==> src/rtl/gpio_bank_pkg.sv <==
package gpio_bank_pkg;

  localparam int unsigned ADDR_W = 12;
  localparam int unsigned DATA_W = 32;

  localparam logic [ADDR_W-1:0] OFS_ID    = 12'h000;
  localparam logic [ADDR_W-1:0] OFS_DIR   = 12'h134;
  localparam logic [ADDR_W-1:0] OFS_LEVEL = 12'h138;
  localparam logic [ADDR_W-1:0] OFS_LATCH = 12'h13C;
  localparam logic [ADDR_W-1:0] OFS_CLR   = 12'h190;
  localparam logic [ADDR_W-1:0] OFS_SET   = 12'h194;

  localparam logic [DATA_W-1:0] ID_WORD = 32'h5060_0801;

  typedef enum logic [2:0] {
    SEL_NONE  = 3'd0,
    SEL_ID    = 3'd1,
    SEL_DIR   = 3'd2,
    SEL_LEVEL = 3'd3,
    SEL_LATCH = 3'd4,
    SEL_CLR   = 3'd5,
    SEL_SET   = 3'd6
  } reg_sel_e;

endpackage

==> src/rtl/gpio_addr_dec.sv <==
module gpio_addr_dec
  import gpio_bank_pkg::*;
(
  input  logic [ADDR_W-1:0] addr,
  output reg_sel_e          sel
);

  always_comb begin
    unique case (addr)
      OFS_ID:    sel = SEL_ID;
      OFS_DIR:   sel = SEL_DIR;
      OFS_LEVEL: sel = SEL_LEVEL;
      OFS_LATCH: sel = SEL_LATCH;
      OFS_CLR:   sel = SEL_CLR;
      OFS_SET:   sel = SEL_SET;
      default:   sel = SEL_NONE;
    endcase
  end

endmodule

==> src/rtl/gpio_in_sync.sv <==
module gpio_in_sync #(
  parameter int unsigned WIDTH  = 32,
  parameter int unsigned STAGES = 2
) (
  input  logic             clk,
  input  logic             rst,
  input  logic [WIDTH-1:0] d_async,
  output logic [WIDTH-1:0] q_sync
);

  logic [WIDTH-1:0] chain [STAGES];

  genvar s;
  generate
    for (s = 0; s < STAGES; s++) begin : g_stage
      always_ff @(posedge clk) begin
        if (rst) chain[s] <= '0;
        else if (s == 0) chain[s] <= d_async;
        else chain[s] <= chain[(s == 0) ? 0 : s-1];
      end
    end
  endgenerate

  assign q_sync = chain[STAGES-1];

endmodule

==> src/rtl/gpio_out_regs.sv <==
module gpio_out_regs
  import gpio_bank_pkg::*;
#(
  parameter int unsigned WIDTH = 32
) (
  input  logic             clk,
  input  logic             rst,
  input  logic             wr_en,
  input  reg_sel_e         sel,
  input  logic [WIDTH-1:0] wr_data,
  output logic [WIDTH-1:0] dir_q,
  output logic [WIDTH-1:0] latch_q
);

  // Direction: 1 = input. Reset leaves every pin undriven.
  always_ff @(posedge clk) begin
    if (rst) dir_q <= '1;
    else if (wr_en && sel == SEL_DIR) dir_q <= wr_data;
  end

  // Output latch: direct write plus atomic set/clear aliases.
  always_ff @(posedge clk) begin
    if (rst) latch_q <= '0;
    else if (wr_en) begin
      unique case (sel)
        SEL_LATCH: latch_q <= wr_data;
        SEL_SET:   latch_q <= latch_q | wr_data;
        SEL_CLR:   latch_q <= latch_q & ~wr_data;
        default:   latch_q <= latch_q;
      endcase
    end
  end

  p_set_alias_r5: assert property (@(posedge clk) disable iff (rst)
    (wr_en && sel == SEL_SET) |=>
      ((latch_q & $past(wr_data)) == $past(wr_data)) &&
      ((latch_q & ~$past(wr_data)) == ($past(latch_q) & ~$past(wr_data))));

  p_clr_alias_r6: assert property (@(posedge clk) disable iff (rst)
    (wr_en && sel == SEL_CLR) |=>
      ((latch_q & $past(wr_data)) == '0) &&
      ((latch_q & ~$past(wr_data)) == ($past(latch_q) & ~$past(wr_data))));

endmodule

==> src/rtl/gpio_bank.sv <==
module gpio_bank
  import gpio_bank_pkg::*;
#(
  parameter int unsigned SYNC_STAGES = 2
) (
  input  logic              clk,
  input  logic              rst,
  input  logic              wr_en,
  input  logic              rd_en,
  input  logic [ADDR_W-1:0] addr,
  input  logic [DATA_W-1:0] wr_data,
  output logic [DATA_W-1:0] rd_data,
  output logic [DATA_W-1:0] pad_out,
  output logic [DATA_W-1:0] pad_dir_in,
  input  logic [DATA_W-1:0] pad_in
);

  reg_sel_e          sel;
  logic [DATA_W-1:0] level_sync;
  logic [DATA_W-1:0] dir_q;
  logic [DATA_W-1:0] latch_q;

  gpio_addr_dec u_dec (
    .addr (addr),
    .sel  (sel)
  );

  gpio_in_sync #(.WIDTH(DATA_W), .STAGES(SYNC_STAGES)) u_sync (
    .clk     (clk),
    .rst     (rst),
    .d_async (pad_in),
    .q_sync  (level_sync)
  );

  gpio_out_regs #(.WIDTH(DATA_W)) u_out (
    .clk     (clk),
    .rst     (rst),
    .wr_en   (wr_en),
    .sel     (sel),
    .wr_data (wr_data),
    .dir_q   (dir_q),
    .latch_q (latch_q)
  );

  assign pad_out    = latch_q;
  assign pad_dir_in = dir_q;

  // Registered read mux; holds between reads.
  always_ff @(posedge clk) begin
    if (rst) rd_data <= '0;
    else if (rd_en) begin
      unique case (sel)
        SEL_ID:    rd_data <= ID_WORD;
        SEL_DIR:   rd_data <= dir_q;
        SEL_LEVEL: rd_data <= level_sync;
        SEL_LATCH: rd_data <= latch_q;
        default:   rd_data <= '0;
      endcase
    end
  end

  p_reset_state_r1: assert property (@(posedge clk) disable iff (rst)
    $past(rst) |-> (pad_dir_in == '1) && (pad_out == '0) && (rd_data == '0));

  p_id_read_r2: assert property (@(posedge clk) disable iff (rst)
    (rd_en && addr == OFS_ID) |=> (rd_data == ID_WORD));

  p_ignored_write_r8: assert property (@(posedge clk) disable iff (rst)
    (wr_en && (sel == SEL_NONE || sel == SEL_ID || sel == SEL_LEVEL)) |=>
      ($stable(pad_out) && $stable(pad_dir_in)));

  p_alias_read_zero_r8: assert property (@(posedge clk) disable iff (rst)
    (rd_en && (addr == OFS_SET || addr == OFS_CLR)) |=> (rd_data == '0));

  p_read_hold_r9: assert property (@(posedge clk) disable iff (rst)
    !rd_en |=> $stable(rd_data));

endmodule

==> config.mk <==
export PLATFORM = sky130hd
export DESIGN_NAME = gpio_bank
export DESIGN_NICKNAME = d
export VERILOG_FILES = /design/src/rtl/gpio_bank_pkg.sv /design/src/rtl/gpio_addr_dec.sv /design/src/rtl/gpio_in_sync.sv /design/src/rtl/gpio_out_regs.sv /design/src/rtl/gpio_bank.sv
export SDC_FILE = /design/constraint.sdc
export NUM_CORES = 1
export LEC_CHECK = 0
export BUFFER_PORTS_ARGS = -buffer_cell sky130_fd_sc_hd__clkbuf_2
export CORE_MARGIN = 10
export CORE_UTILIZATION = 40
export CTS_BUF_LIST = sky130_fd_sc_hd__clkbuf_8
export DETAILED_ROUTE_END_ITERATION = 16
export PLACE_DENSITY = 0.62
export SLEW_MARGIN = 20
export SYNTH_ARGS = -nofsm -noshare
export SYNTH_HDL_FRONTEND = slang
export SYNTH_SLANG_ARGS = --single-unit
==> constraint.sdc <==
create_clock -name clk -period 3.55 [get_ports clk]
set_input_delay 1.065 -clock clk [delete_from_list [all_inputs] [get_ports clk]]
set_output_delay 1.065 -clock clk [all_outputs]
set_load 0.03 [all_outputs]
* Word-level counts from Yosys, hierarchy flattened *
Memory sizes are Yosys's and may differ from the RTL's.
Cells that the tools add are included.

operators by class
  bitwise operators = 5
  muxes and demuxes = 8
  multipliers = 0
  div/mod/pow operators = 0
  reductions and logical operators = 4
  eq/ne operators = 11
  $lt $le $gt $ge = 0
  shifts and indexed selects = 0
  $add $sub $neg = 0

operators by type and width
  kind                   count
  $pmux W32 S4           1
  $pmux W32 S3           1
  $mux W32               2
  $eq A12 B9 Y1 const B  5
  $and A32 B32 Y32       1
  $not A32 Y32           1
  $or A32 B32 Y32        1
  $pmux W3 S6            1
  $logic_not A12 Y1      1
  $eq A3 B3 Y1 const B   3
  $eq A3 B2 Y1 const B   2
  $eq A3 B1 Y1 const B   1
  $mux W1                3
  $reduce_bool A3 Y1     1
  $or A1 B1 Y1           2
  $reduce_and A2 Y1      1
  $logic_and A1 B1 Y1    1

word-level totals
  output and inout port bits = 96
  flip-flop bits (word level) = 96
  word-level logic and storage cells = 32
  memory bits (writable) = 64
  bits in latches = 0
  ROM bits = 0
  memories = 1

memories
  memory        depth  bits a word  read ports  clocked after Yosys merged registers in  write ports  RTL line            RTL
  u_sync.chain  2      32           2           0                                        2            gpio_in_sync.sv:11  logic [WIDTH-1:0] chain [STAGES];

* Logic depth before layout (Yosys ltp) *
  depth in word-level cells = 5
  depth in mapped cells = 8
  mapped depth without buffers = 5

* Cells and area by module *
From an unflattened synthesis, not the netlist that was laid out.

unflattened totals
  cell total of the unflattened synthesis = 539
  area, all modules = 6481.2 um^2

by module, submodules not included
  module         cells each  sequential area each (um^2)  times used  area each (um^2)
  gpio_out_regs  226         1281.2                       1           2667.6
  gpio_in_sync   135         1281.2                       1           1918.1
  gpio_bank      161         640.6                        1           1775.5
  gpio_addr_dec  17          0.0                          1           120.1

* Worst setup path before layout *
OpenSTA, ideal clock, no wires.

  kind = input to register
  from = input addr[6]
  to = register u_out.latch_q[0]
  path slack = 773 ps
  data required time = 3433 ps
  arrival time = 2660 ps
  buffers on the path = 3
  library setup time = 117 ps
  cell stages on the path = 8
  cell sequence = or3_1 > buf_2 > and4b_1 > clkbuf_1 > o41ai_2 > clkbuf_1 > o21ai_0 > a22o_1

on the way
  cells in the longest elaborated chain, start to end = 5
  elaborated cells between the ends (all ways) = 13
  classes of those cells = eq/ne (8); mux (2); reduce/logical (3)

ends and longest elaborated chain
  what                                                RTL line             RTL
  start, declared                                     gpio_bank.sv:10      input logic [ADDR_W-1:0] addr,
  $eq A12 B9 Y1 or $logic_not A12 Y1 (tied branches)  gpio_addr_dec.sv:9   unique case (addr)
  $pmux W3 S6 *                                       gpio_addr_dec.sv:9
  $eq A3 B3 Y1                                        gpio_out_regs.sv:25  unique case (sel)
  $reduce_bool A3 Y1 (no line)                        n/a
  $reduce_and A2 Y1 (no line)                         n/a
  end signal, assigned                                gpio_out_regs.sv:26  SEL_LATCH: latch_q <= wr_data;
  end signal, assigned                                gpio_out_regs.sv:27  SEL_SET: latch_q <= latch_q | wr_data;
  end signal, assigned                                gpio_out_regs.sv:28  SEL_CLR: latch_q <= latch_q & ~wr_data;
  end, declared                                       gpio_out_regs.sv:12  output logic [WIDTH-1:0] latch_q

Every way passes the cells marked *; elsewhere a longest branch is shown, timed or not.
A chain may end at the register's enable or synchronous reset.

* Worst setup path after layout *
  from = input addr[1]
  to = register u_out.latch_q[30]

Same word-level chain as after synthesis.

==> impl_metrics.json <==
{
  "p_per_area_nw_per_um2": 511,
  "finalClockSkew_ps": 12.2,
  "wl_per_cell_um": 19.1,
  "synth_cell_types": 29,
  "cts_inserted_buffers": 17,
  "placed_cells": 882,
  "startpoint_type": "input port",
  "grt_pass1_wl_mm": 26.7,
  "path_max_fanout": 19,
  "yosysWarnings": 0,
  "arrival_ps": 3220,
  "synth_fp_nets": 640,
  "met2WireLength_mm": 8.24,
  "grt-ovfl-total": 0,
  "syn_area_um2": 5490,
  "status": "finished clean",
  "ir_worst_vdd_mv": 0.268,
  "maxCapViolCount": 0,
  "post_cts_buffers": 0,
  "placed_area_um2": 6590,
  "synth_top_area_share_pct": 58.4,
  "setup_ws_ps": 673,
  "dieArea_um2": 18800,
  "ioPinCount": 176,
  "vias_per_cell": 5.28,
  "tns_ps": 0,
  "fp.dieW_um": 137,
  "cts_root_buf": "clkbuf_8",
  "core-area_um2": 13300,
  "synthCells": 560,
  "finalPower_mw": 3.63,
  "hold_viol_final": 0,
  "firstDrtPassIters": 5,
  "postCtsHoldBufs": 0,
  "worst_hold_slack_ps": 437,
  "max_freq_ghz": 0.348,
  "drt_iter0_drc": 406,
  "tightest_slew_ps": 807,
  "io_buffers": 175,
  "critPathRequiredTime_ps": 3890,
  "period_needed_ps": 2880,
  "dp_hpwl_mm": 12.1,
  "clkSinkCount": 160,
  "synth_seq_cells": 160,
  "remaining_drc_errors": 0,
  "die_h_um": 137,
  "total_leakage_power_nw": 3.18,
  "placementRows": 42,
  "cts_resized": 0,
  "antenna_found_initial": 0,
  "critPathCaptureType": "flip-flop",
  "grt_max_degree": 67,
  "setup_viol": 0,
  "dpl_worst_slack_ps": 226,
  "routed_wl_mm": 17.4,
  "ant_nets": 0,
  "cts_tree": "built",
  "ys_seq_area_share_pct": 58.4,
  "synthTopCellsByArea": "dfxtp_1 (58%), nor2b_1 (7.4%), nand2_1 (6.3%), a22o_1 (5.1%), a222oi_1 (4.7%)",
  "place.gp.congestion": 0.833,
  "final_nets": 805,
  "route.layer.met1.wl_mm": 7.26,
  "initial_core_util_pct": 41.1,
  "clk_pin_slew_ps": 80,
  "post_layout_nonfiller_instances": 914,
  "timing.final.crit_share_pct": 81.0,
  "fin_util_pct": 53.2,
  "final_cell_mix": "clkbuf_2 (175), dfxtp_1 (160), nand2_1 (92), nor2b_1 (65), o21ai_0 (50)",
  "maxSlewHeadroom_pct": 46.1,
  "synth_area_per_cell_um2": 9.80,
  "grt.total_usage_pct": 18.3,
  "drive_gt1_share_pct": 31.0,
  "finalMaxSlewViolations": 0,
  "clock_latency_ps": 450,
  "rsz0062_at_grt": "false",
  "htreeDepth": 4,
  "synth_top_cell_by_area": "dfxtp_1",
  "top_layer": "met4",
  "clockBufferDepth": 2,
  "fin_area_um2": 7100,
  "syn2layout_area_growth_pct": 29.3,
  "n_antenna_cell": 0,
  "grt_pass1_vias": 4890,
  "vias": 4825,
  "worstSetupPathType": "in2reg",
  "final_common_cell": "clkbuf_2",
  "wl_met3_mm": 1.65,
  "min_path_type": "reg2reg"
}
## cells by family (layout without fill, tap and decap cells)
family                 Yosys count  in the layout  share of synthesized area, %
AND/OR/NAND/NOR                208            208                          19.5
flip-flops                     160            160                          58.4
buffers and inverters           47            225                          3.33
AO/OA/AOI/OAI                  145            145                          18.8
## where the power goes
group | total (mW) | switching, mW | internal [mW]
sequential | 1.83 | 0.00746 | 1.83
clock | 1.65 | 0.645 | 1.01
combinational | 0.142 | 0.0799 | 0.0622
## registers in the layout, summed over array words and instances, names as in the netlist
name           count
u_sync.chain      64
rd_data           32
u_out.dir_q       32
u_out.latch_q     32
## layer usage
metal,vias to the layer above,GRT usage (%)
li1,2315,-
met4,0,6.91
met5,-,0
met3,24,6.45
met1,2275,22.0
met2,211,29.4
## path summary, 6_finish.rpt
| check | slack (ps) | cells past startpoint | to | start |
|---|---|---|---|---|
| setup reg to reg | 2540 | 2 | rd_data[6] | u_out.dir_q[6] |
| hold reg to reg | 440 | 1 | u_sync.chain[1][4] | u_sync.chain[0][4] |
| hold / removal | 440 | 1 | u_sync.chain[1][4] | u_sync.chain[0][4] |
| setup / recovery | 670 | 7 | u_out.latch_q[30] | addr[1] |
## layout make-up
cell class	instances	area [um^2]
Fill cell	1236	6250
Sequential cell	160	3200
Multi-Input combinational cell	353	2140
Timing Repair Buffer	191	1020
Clock buffer	19	262
Clock inverter	13	241
Tap cell	176	220
Inverter	2	7.51
## critical path, cell delays in order
cell	delay, ps
clkbuf_2	70
or3_1	340
and4b_1	290
o41ai_4	730
buf_4	380
o21ai_0	110
a22o_1	230
## cells in the mapped netlist (all sizes together)
cell type / number
dfxtp: 160
buf: 5
a22o: 32
a21o: 6
o21ai: 59
or3: 2
nand3b: 1
and2: 1
nor4: 4
inv: 1
nor3: 2
nand3: 33
a31o: 1
a22oi: 6
a222oi: 26
nor2b: 65
or3b: 2
o41ai: 2
a21oi: 13
nand2: 92
clkinv: 1
clkbuf: 40
and4b: 1
nor2: 3
nor4b: 1
and4: 1
(Power assumes the default switching activity.)
